<file path="src/rtl/dcc_pkg.sv">
package dcc_pkg;
  localparam int CNT_W = 4;
  typedef logic [CNT_W-1:0] count_t;
  typedef struct packed {
    logic load;
    logic inc;
    logic dec;
  } strobe_t;
endpackage

</file>
<file path="src/rtl/dcc_ctrl.sv">
module dcc_ctrl
  import dcc_pkg::*;
#(
  parameter int SYNC_STAGES = 2
) (
  input  logic    clk,
  input  logic    masterClear,
  input  logic    loadN,
  input  logic    upClk,
  input  logic    downClk,
  output strobe_t stb
);
  localparam int LAST = SYNC_STAGES - 1;

  logic [LAST:0] upSync, downSync;
  logic upPrev, downPrev;
  logic upEdge, downEdge;

  // idle level of both count clocks is high, so flops clear to 1
  always_ff @(posedge clk or posedge masterClear) begin
    if (masterClear) begin
      upSync   <= '1;
      downSync <= '1;
      upPrev   <= 1'b1;
      downPrev <= 1'b1;
    end else begin
      upSync   <= {upSync[LAST-1:0], upClk};
      downSync <= {downSync[LAST-1:0], downClk};
      upPrev   <= upSync[LAST];
      downPrev <= downSync[LAST];
    end
  end

  assign upEdge   = upSync[LAST] & ~upPrev;
  assign downEdge = downSync[LAST] & ~downPrev;

  always_comb begin
    stb.load = ~loadN;
    stb.inc  = upEdge & ~downEdge & loadN;
    stb.dec  = downEdge & ~upEdge & loadN;
  end
endmodule

</file>
<file path="src/rtl/dcc_datapath.sv">
module dcc_datapath
  import dcc_pkg::*;
#(
  parameter bit DECADE = 1'b1
) (
  input  logic    clk,
  input  logic    masterClear,
  input  logic    loadN,
  input  count_t  preset,
  input  logic    upClk,
  input  logic    downClk,
  input  strobe_t stb,
  output count_t  q,
  output logic    carryN,
  output logic    borrowN
);
  localparam count_t TOP = DECADE ? count_t'(9) : count_t'(15);

  count_t state, nextUp, nextDown;
  logic atTop;

  always_comb begin
    nextUp = (state >= TOP) ? '0 : state + 1'b1;
    if (state == '0)      nextDown = TOP;
    else if (state > TOP) nextDown = TOP;
    else                  nextDown = state - 1'b1;
  end

  always_ff @(posedge clk or posedge masterClear) begin
    if (masterClear)   state <= '0;
    else if (stb.load) state <= preset;
    else if (stb.inc)  state <= nextUp;
    else if (stb.dec)  state <= nextDown;
  end

  // clear and load reach the outputs without waiting for clk
  assign q = masterClear ? '0 : (!loadN ? preset : state);

  if (DECADE) begin : g_decade
    assign atTop = q[0] & q[CNT_W-1];
  end else begin : g_binary
    assign atTop = &q;
  end

  assign carryN  = ~(atTop & ~upClk);
  assign borrowN = ~((q == '0) & ~downClk);
endmodule

</file>
<file path="src/rtl/dcc_top.sv">
module dcc_top
  import dcc_pkg::*;
#(
  parameter bit DECADE      = 1'b1,
  parameter int SYNC_STAGES = 2
) (
  input  logic       clk,
  input  logic       masterClear,
  input  logic       loadN,
  input  logic [3:0] preset,
  input  logic       upClk,
  input  logic       downClk,
  output logic [3:0] q,
  output logic       carryN,
  output logic       borrowN
);
  strobe_t ctrlStb;

  dcc_ctrl #(.SYNC_STAGES(SYNC_STAGES)) u_ctrl (
    .clk(clk), .masterClear(masterClear), .loadN(loadN),
    .upClk(upClk), .downClk(downClk), .stb(ctrlStb)
  );

  dcc_datapath #(.DECADE(DECADE)) u_datapath (
    .clk(clk), .masterClear(masterClear), .loadN(loadN), .preset(preset),
    .upClk(upClk), .downClk(downClk), .stb(ctrlStb),
    .q(q), .carryN(carryN), .borrowN(borrowN)
  );
endmodule

</file>
<file path="config.mk">
export PLATFORM = sky130hd
export DESIGN_NAME = dcc_top
export DESIGN_NICKNAME = d
export VERILOG_FILES = /design/src/rtl/dcc_pkg.sv /design/src/rtl/dcc_ctrl.sv /design/src/rtl/dcc_datapath.sv /design/src/rtl/dcc_top.sv
export SDC_FILE = /design/constraint.sdc
export NUM_CORES = 1
export LEC_CHECK = 0
export BUFFER_PORTS_ARGS = -buffer_cell sky130_fd_sc_hd__buf_2
export CORE_UTILIZATION = 45
export DETAILED_ROUTE_END_ITERATION = 7
export GPL_ROUTABILITY_DRIVEN = 0
export PLACE_DENSITY = 0.7
export RECOVER_POWER = 25
export SLEW_MARGIN = 20
export SYNTH_ARGS = -nofsm -noshare
export SYNTH_HDL_FRONTEND = slang
export SYNTH_SLANG_ARGS = --single-unit
</file>
<file path="constraint.sdc">
create_clock -name clk -period 3.4 [get_ports clk]
set_clock_uncertainty 0.15 [all_clocks]
set_input_delay 0.85 -clock clk [delete_from_list [all_inputs] [get_ports clk]]
set_output_delay 0.85 -clock clk [all_outputs]
set_load 0.005 [all_outputs]
</file>
==> summary.txt, run 1 <==
Synthesis
  • Post-Syn Instances: 74
  • Post-synth EDFFs: 0
  • Synth top area cells: dfstp_2 23%, dfrtp_1 15%, ha_1 7.3%
  • Main synth FF type: dfstp_2
  • Top cells by instance count after synthesis: 10 x nand2_1, 7 x nor2_1, 6 x a21oi_1, 6 x dfstp_2
  • Leading area contributor after synthesis: dfstp_2
  • Netlist cell types: 32
  • Async S/R FF share, synth: 100%
  • Syn Nets: 87
  • Top-count cell post-synth: nand2_1
  • Sequential area share after synthesis: 37.5%
  • Syn_area_per_cell: 9.28 um^2
  • Share of the synthesized area in the top cell type: 23.0%
  • Syn. warnings: 0
  • Yosys reg bits: 10
  • Mapped cell area: 687 um^2

Floorplan
  • Chip width: 41.1 um
  • Core area: 1370 um^2
  • FP Rows: 13
  • Top Ports: 15
  • Initial Utilization: 50.3%
  • Die Y: 41.1 um
  • Die ar.: 1690 um^2

Setup path
  • Req. time, crit path: 2.40 ns
  • CP Data Arrival Time: 1.71 ns
  • CP Max Fanout: 9
  • Critical path capture point type: primary output
  • RR Startpoint: u_datapath.state[0]
  • Crit. Startpoint: loadN
  • Worst Setup Start Kind: primary input
  • Setup CP Type: primary input to primary output

Routing
  • DRT iter0 DRCs: 14
  • Drt wl/cell: 13.7 um
  • TritonRoute pass-1 iters: 4
  • Via/cell ratio: 5.67
  • Drt drc: 0
  • Routed Antenna Nets: 0
  • WL final: 1440 um
  • Vias: 595

Global route
  • Total track usage: 20.6%
  • First-pass GRT wire length: 2240 um
  • Vias in the first global route: 535
  • Total grt overflow: 0
  • Initial antenna violation count: 0
  • Pin count of the biggest net entering global routing: 11

Run
  • Number of max-cap violations: 0

CTS
  • H-tree levels: 1
  • Cts hold-fix bufs: 0
  • Worst skew pair latency: 0.27 ns
  • CTS root buffer: clkbuf_4
  • Max clock buf depth: 2
  • Post-CTS setup buffer count: 0
  • Clock-pin transition on the worst setup and hold timing paths: 0.07 ns
  • TritonCTS Sinks: 10
  • Total CTS buffers: 3
  • CTS tree: built
  • Resized Gates After CTS: 0

Power and ir drop
  • Worst vdd ir: 239 uV
  • P_leak: 0.350 nW
  • Switching pwr: 111 uW
  • Logic pwr share: 26.1%
  • Clk pwr share: 31.5%
  • Cell Pwr Density: 440 nW/um^2
  • Sequential power share: 42.4%
  • Sw frac: 31.7%
  • Pint: 238 uW

Run status
  • Outcome: finished, final reports clean

Timing
  • Slew @ Worst Pin: 0.476 ns
  • Count of pins over their slew limit: 0
  • TNS Setup: 0 ns
  • RSZ-0062 raised after global routing: no
  • Minimum clock period: 2.71 ns
  • Setup violators final: 0
  • Final hold vios: 0
  • Share of the cycle needed by the critical path after routing: 79.7%
  • Highest clock rate: 369 MHz
  • Worst rel slew slack: 68.2%

Min path
  • Hold Crit Class: flop to flop
  • Hold Path Origin: u_ctrl.downSync[0]

Cells and area
  • Final core utilization: 58.2%
  • Share of cells above drive strength 1: 30.0%
  • Area delta synth->final: 15.7%
  • Diodes inserted: 0
  • Final nets: 104

Place
  • Post-DP HPWL: 1070 um
  • Port Buffers: 14
[worst max-delay path, cell delays in order]
cell and delay (ns):
buf_2 0.20, inv_4 0.09, nand2_1 0.10, a21oi_1 0.10, nor3_1 0.19, nand2_1 0.07
buf_2 0.12
[cell usage in the layout, fill, tap and decap left out, drive strengths merged]
cell,synthesis,final
o2bb2ai,1,1
a21oi,6,6
a31oi,1,1
clkbuf,0,5
a311oi,1,1
nor3b,5,5
a221oi,1,1
nor2b,2,2
nand2b,1,1
buf,2,13
nand3b,1,1
nor2,7,7
o21bai,1,1
and4b,1,1
and2b,1,1
mux2i,2,2
a211oi,1,1
nand2,10,10
xor2,1,1
o221ai,1,1
o21ai,6,6
xnor2,1,1
dfrtp,4,4
inv,4,4
o41ai,1,1
dfstp,6,6
nor3,2,2
ha,4,4
[final cells by class]
| type | instances | area (um^2) |
|---|---|---|
| Clock buffer | 4 | 36.3 |
| Sequential cell | 10 | 258 |
| Tap cell | 15 | 18.8 |
| Timing Repair Buffer | 14 | 68.8 |
| Inverter | 4 | 17.5 |
| Fill cell | 121 | 572 |
| Multi-Input combinational cell | 58 | 395 |
[flip-flops by register name, indices dropped and copies added (netlist names)]
name / count
u_ctrl.downPrev: 1
u_ctrl.downSync: 2
u_ctrl.upPrev: 1
u_ctrl.upSync: 2
u_datapath.state: 4
[final timing paths]
path,cells after the start,slack (ns),endpoint
setup / recovery,7,0.69,borrowN
hold / removal,0,0.21,u_ctrl.downSync[1]
setup reg to reg,7,1.31,u_datapath.state[2]
hold reg to reg,0,0.21,u_ctrl.downSync[1]
max in group asynchronous,2,2.34,u_ctrl.upSync[0]
min in group asynchronous,2,0.44,u_datapath.state[2]
[cells by family (layout without fill, tap and decap cells)]
logic type	count (synthesis)	in the layout	share of synthesized area (%)
and+or+nand+nor	30	30	25.7
AOI/OAI and AO/OA	20	20	19.1
DFF	10	10	37.5
buffers and inverters	6	22	4.92
adders and majority gates	4	4	7.29
xor gates and xnor gates	2	2	2.55
muxes	2	2	2.91
[per-stage QoR]
step	hold WS (ns)	cells	cell area [um^2]	total power [mW]	setup WS (ns)
6_report	0.209	105	795	0.349	0.690
5_1_grt	0.219	105	795	0.370	0.575
4_1_cts	0.210	105	796	0.350	0.688
3_5_place_dp	0.198	101	759	0.240	0.703
3_3_place_gp	0.196	101	759	0.240	0.728
2_1_floorplan	0.195	74	687	0.216	0.920
[metal layers]
| metal | up-vias | GRT usage [%] | wire [um] |
|---|---|---|---|
| met1 | 285 | 25.9 | 692 |
| met5 | - | 0 | 0 |
| li1 | 294 | - | - |
| met3 | 2 | 8.70 | 77 |
| met4 | 0 | 5.00 | 8 |
| met2 | 14 | 32.0 | 665 |
[power by group through the flow]
stage / Sequential [mW] / Clock (mW) / Combinational, mW
after floorplan: 0.142 / 0 / 0.0732
after global routing: 0.151 / 0.116 / 0.103
final: 0.148 / 0.110 / 0.0913
after detailed placement: 0.150 / 0 / 0.0902
after global placement: 0.150 / 0 / 0.0898
after CTS: 0.148 / 0.111 / 0.0909
No activity file was read; power rests on OpenSTA's default activity.
==> inputs of run 2 (changes only) <==
==> constraint.sdc (replaced) <==
create_clock -name clk -period 2.6 [get_ports clk]
set_clock_uncertainty 0.15 [all_clocks]
set_input_delay 0.65 -clock clk [delete_from_list [all_inputs] [get_ports clk]]
set_output_delay 0.65 -clock clk [all_outputs]
set_load 0.005 [all_outputs]
==> summary.txt, run 2 (synthesis gave the netlist of run 1 again) <==
CTS
  • Worst skew pair latency: 0.26 ns (about the same)
  • TritonCTS Sinks: 10 (unchanged)
  • Total CTS buffers: 3 (unchanged)
  • Resized Gates After CTS: 0 (unchanged)
  • Clock-pin transition on the worst setup and hold timing paths: 0.07 ns (about the same)
  • H-tree levels: 1 (unchanged)
  • Max clock buf depth: 2 (unchanged)
  • CTS root buffer: clkbuf_4
  • Post-CTS setup buffer count: 0 (unchanged)
  • CTS tree: built
  • Cts hold-fix bufs: 0 (unchanged)

Timing
  • Setup violators final: 0 (unchanged)
  • Share of the cycle needed by the critical path after routing: 91.5%
  • Final hold vios: 0 (unchanged)
  • TNS Setup: 0 ns (unchanged)
  • RSZ-0062 raised after global routing: no
  • Minimum clock period: 2.38 ns
  • Final worst slack: 0.222 ns (-0.468 ns)
  • Worst rel slew slack: 69.9% (+1.7 points)
  • Count of pins over their slew limit: 0 (unchanged)
  • Slew @ Worst Pin: 0.450 ns (-0.0254 ns)
  • Highest clock rate: 421 MHz

Setup path
  • CP Data Arrival Time: 1.58 ns (-0.13 ns)
  • CP bufs+invs: 3 (unchanged)
  • Req. time, crit path: 1.80 ns (-0.60 ns)
  • CP Max Fanout: 9 (unchanged)
  • Critical path capture point type: primary output
  • Worst Setup Start Kind: primary input
  • Crit-path max cell delay: 0.24 ns (+0.04 ns)
  • CP max stage cell: nor3_1
  • Critical path cell sequence: buf_2 -> inv_4 -> nand2_1 -> a21oi_1 -> nor3_1 -> nand2_1 -> buf_2
  • CP top delay family: simple AND/OR/NAND/NOR gates
  • Setup CP Type: primary input to primary output

Cells and area
  • Top flop regs: u_datapath.state x4, u_ctrl.downSync x2, u_ctrl.upSync x2
  • Share of cells above drive strength 1: 27.8% (-2.2 points)
  • Most common cell after layout, fill and taps aside: buf_2
  • Post-route non-filler standard cell count: 105 (unchanged)
  • Fin area: 793 um^2 (-0.16%)
  • Most frequent cells in the layout: 12 x buf_2, 10 x nand2_1, 7 x nor2_1
  • Final nets: 104 (unchanged)
  • Top reg by flops: u_datapath.state
  • Diodes inserted: 0 (unchanged)
  • Max FFs per register: 4 (unchanged)
  • Area delta synth->final: 15.5%

Floorplan
  • Die ar.: 1690 um^2 (unchanged)
  • Chip width: 41.1 um (unchanged)
  • Initial Utilization: 50.3% (unchanged)
  • Core area: 1370 um^2 (unchanged)
  • Die Y: 41.1 um (unchanged)
  • FP Rows: 13 (unchanged)
  • Top Ports: 15 (unchanged)

Routing
  • DRT iter0 DRCs: 16 (+2)
  • Drt wl/cell: 14.0 um (+1.5%)
  • Vias: 603 (+1.3%)
  • TritonRoute pass-1 iters: 4 (unchanged)
  • Via/cell ratio: 5.74 (+1.3%)
  • Drt drc: 0 (unchanged)
  • Routed Antenna Nets: 0 (unchanged)
  • WL final: 1470 um (+1.5%)

Place
  • Dpl cells: 101 (unchanged)
  • Setup WS pre-CTS: 0.297 ns (-0.406 ns)
  • Placed Area: 759 um^2 (unchanged)
  • Post-DP HPWL: 1080 um (+0.94%)
  • Port Buffers: 14 (unchanged)

Global route
  • Initial antenna violation count: 0 (unchanged)
  • First-pass GRT wire length: 2290 um (+2.1%)
  • Total track usage: 20.8% (+0.22 points)
  • Total grt overflow: 0 (unchanged)
  • Vias in the first global route: 541 (+1.1%)
  • Pin count of the biggest net entering global routing: 11 (unchanged)

Run
  • Number of max-cap violations: 0 (unchanged)

Min path
  • Hold Crit Class: flop to flop

Power and ir drop
  • Cell Pwr Density: 571 nW/um^2 (+30%)
  • Total power: 453 uW (+30%)
  • P_leak: 0.347 nW (-0.95%)
  • Worst vdd ir: 332 uV (+39%)

Run status
  • Outcome: finished, final reports clean
run 2: cell count changes in the layout (fill, tap and decap cells not counted):
| cell | before | now |
|---|---|---|
| buf_2 | 13 | 12 |
| clkbuf_1 | 1 | 2 |
| dfstp_1 | 1 | 2 |
| dfstp_2 | 5 | 4 |
run 2: through the flow:
stage	utilization, %	hold slack [ns]
global placement	55.6	0.196
global route	58.1	0.225
CTS	58.2	0.209
finish	58.1	0.213
floorplan	-	0.195
detailed placement	55.6	0.198
run 2: report_power, final:
group | switching, mW | leakage [nW] | total [mW] | internal (mW)
clock | 0.0549 | 0.0210 | 0.140 | 0.0850
sequential | 0.0217 | 0.109 | 0.193 | 0.172
combinational | 0.0654 | 0.216 | 0.120 | 0.0545
total | 0.142 | 0.347 | 0.453 | 0.311
run 2: layout make-up:
cell class                 instances  area, um^2
multi-input combinational         58         395
tap                               15        18.8
inverter                           4        17.5
timing repair buffer              14        67.6
sequential                        10         258
clock buffer                       4        36.3
fill                             129         573
run 2: metal layers:
metal	wire (um)	global-route usage [%]
met4	0	0
met2	688	33.2
met3	69	8.15
met5	0	0
met1	707	27.9
run 2: worst paths after layout:
check                                     from                  end  slack, ns  cells after the start
setup / recovery                         loadN              borrowN       0.22                      7
hold / removal              u_ctrl.downSync[0]   u_ctrl.downSync[1]       0.21                      0
hold reg to reg             u_ctrl.downSync[0]   u_ctrl.downSync[1]       0.21                      0
max in group asynchronous          masterClear     u_ctrl.upSync[0]       1.72                      2
min in group asynchronous          masterClear  u_datapath.state[2]       0.26                      2
setup reg to reg           u_datapath.state[0]  u_datapath.state[2]       0.52                      7
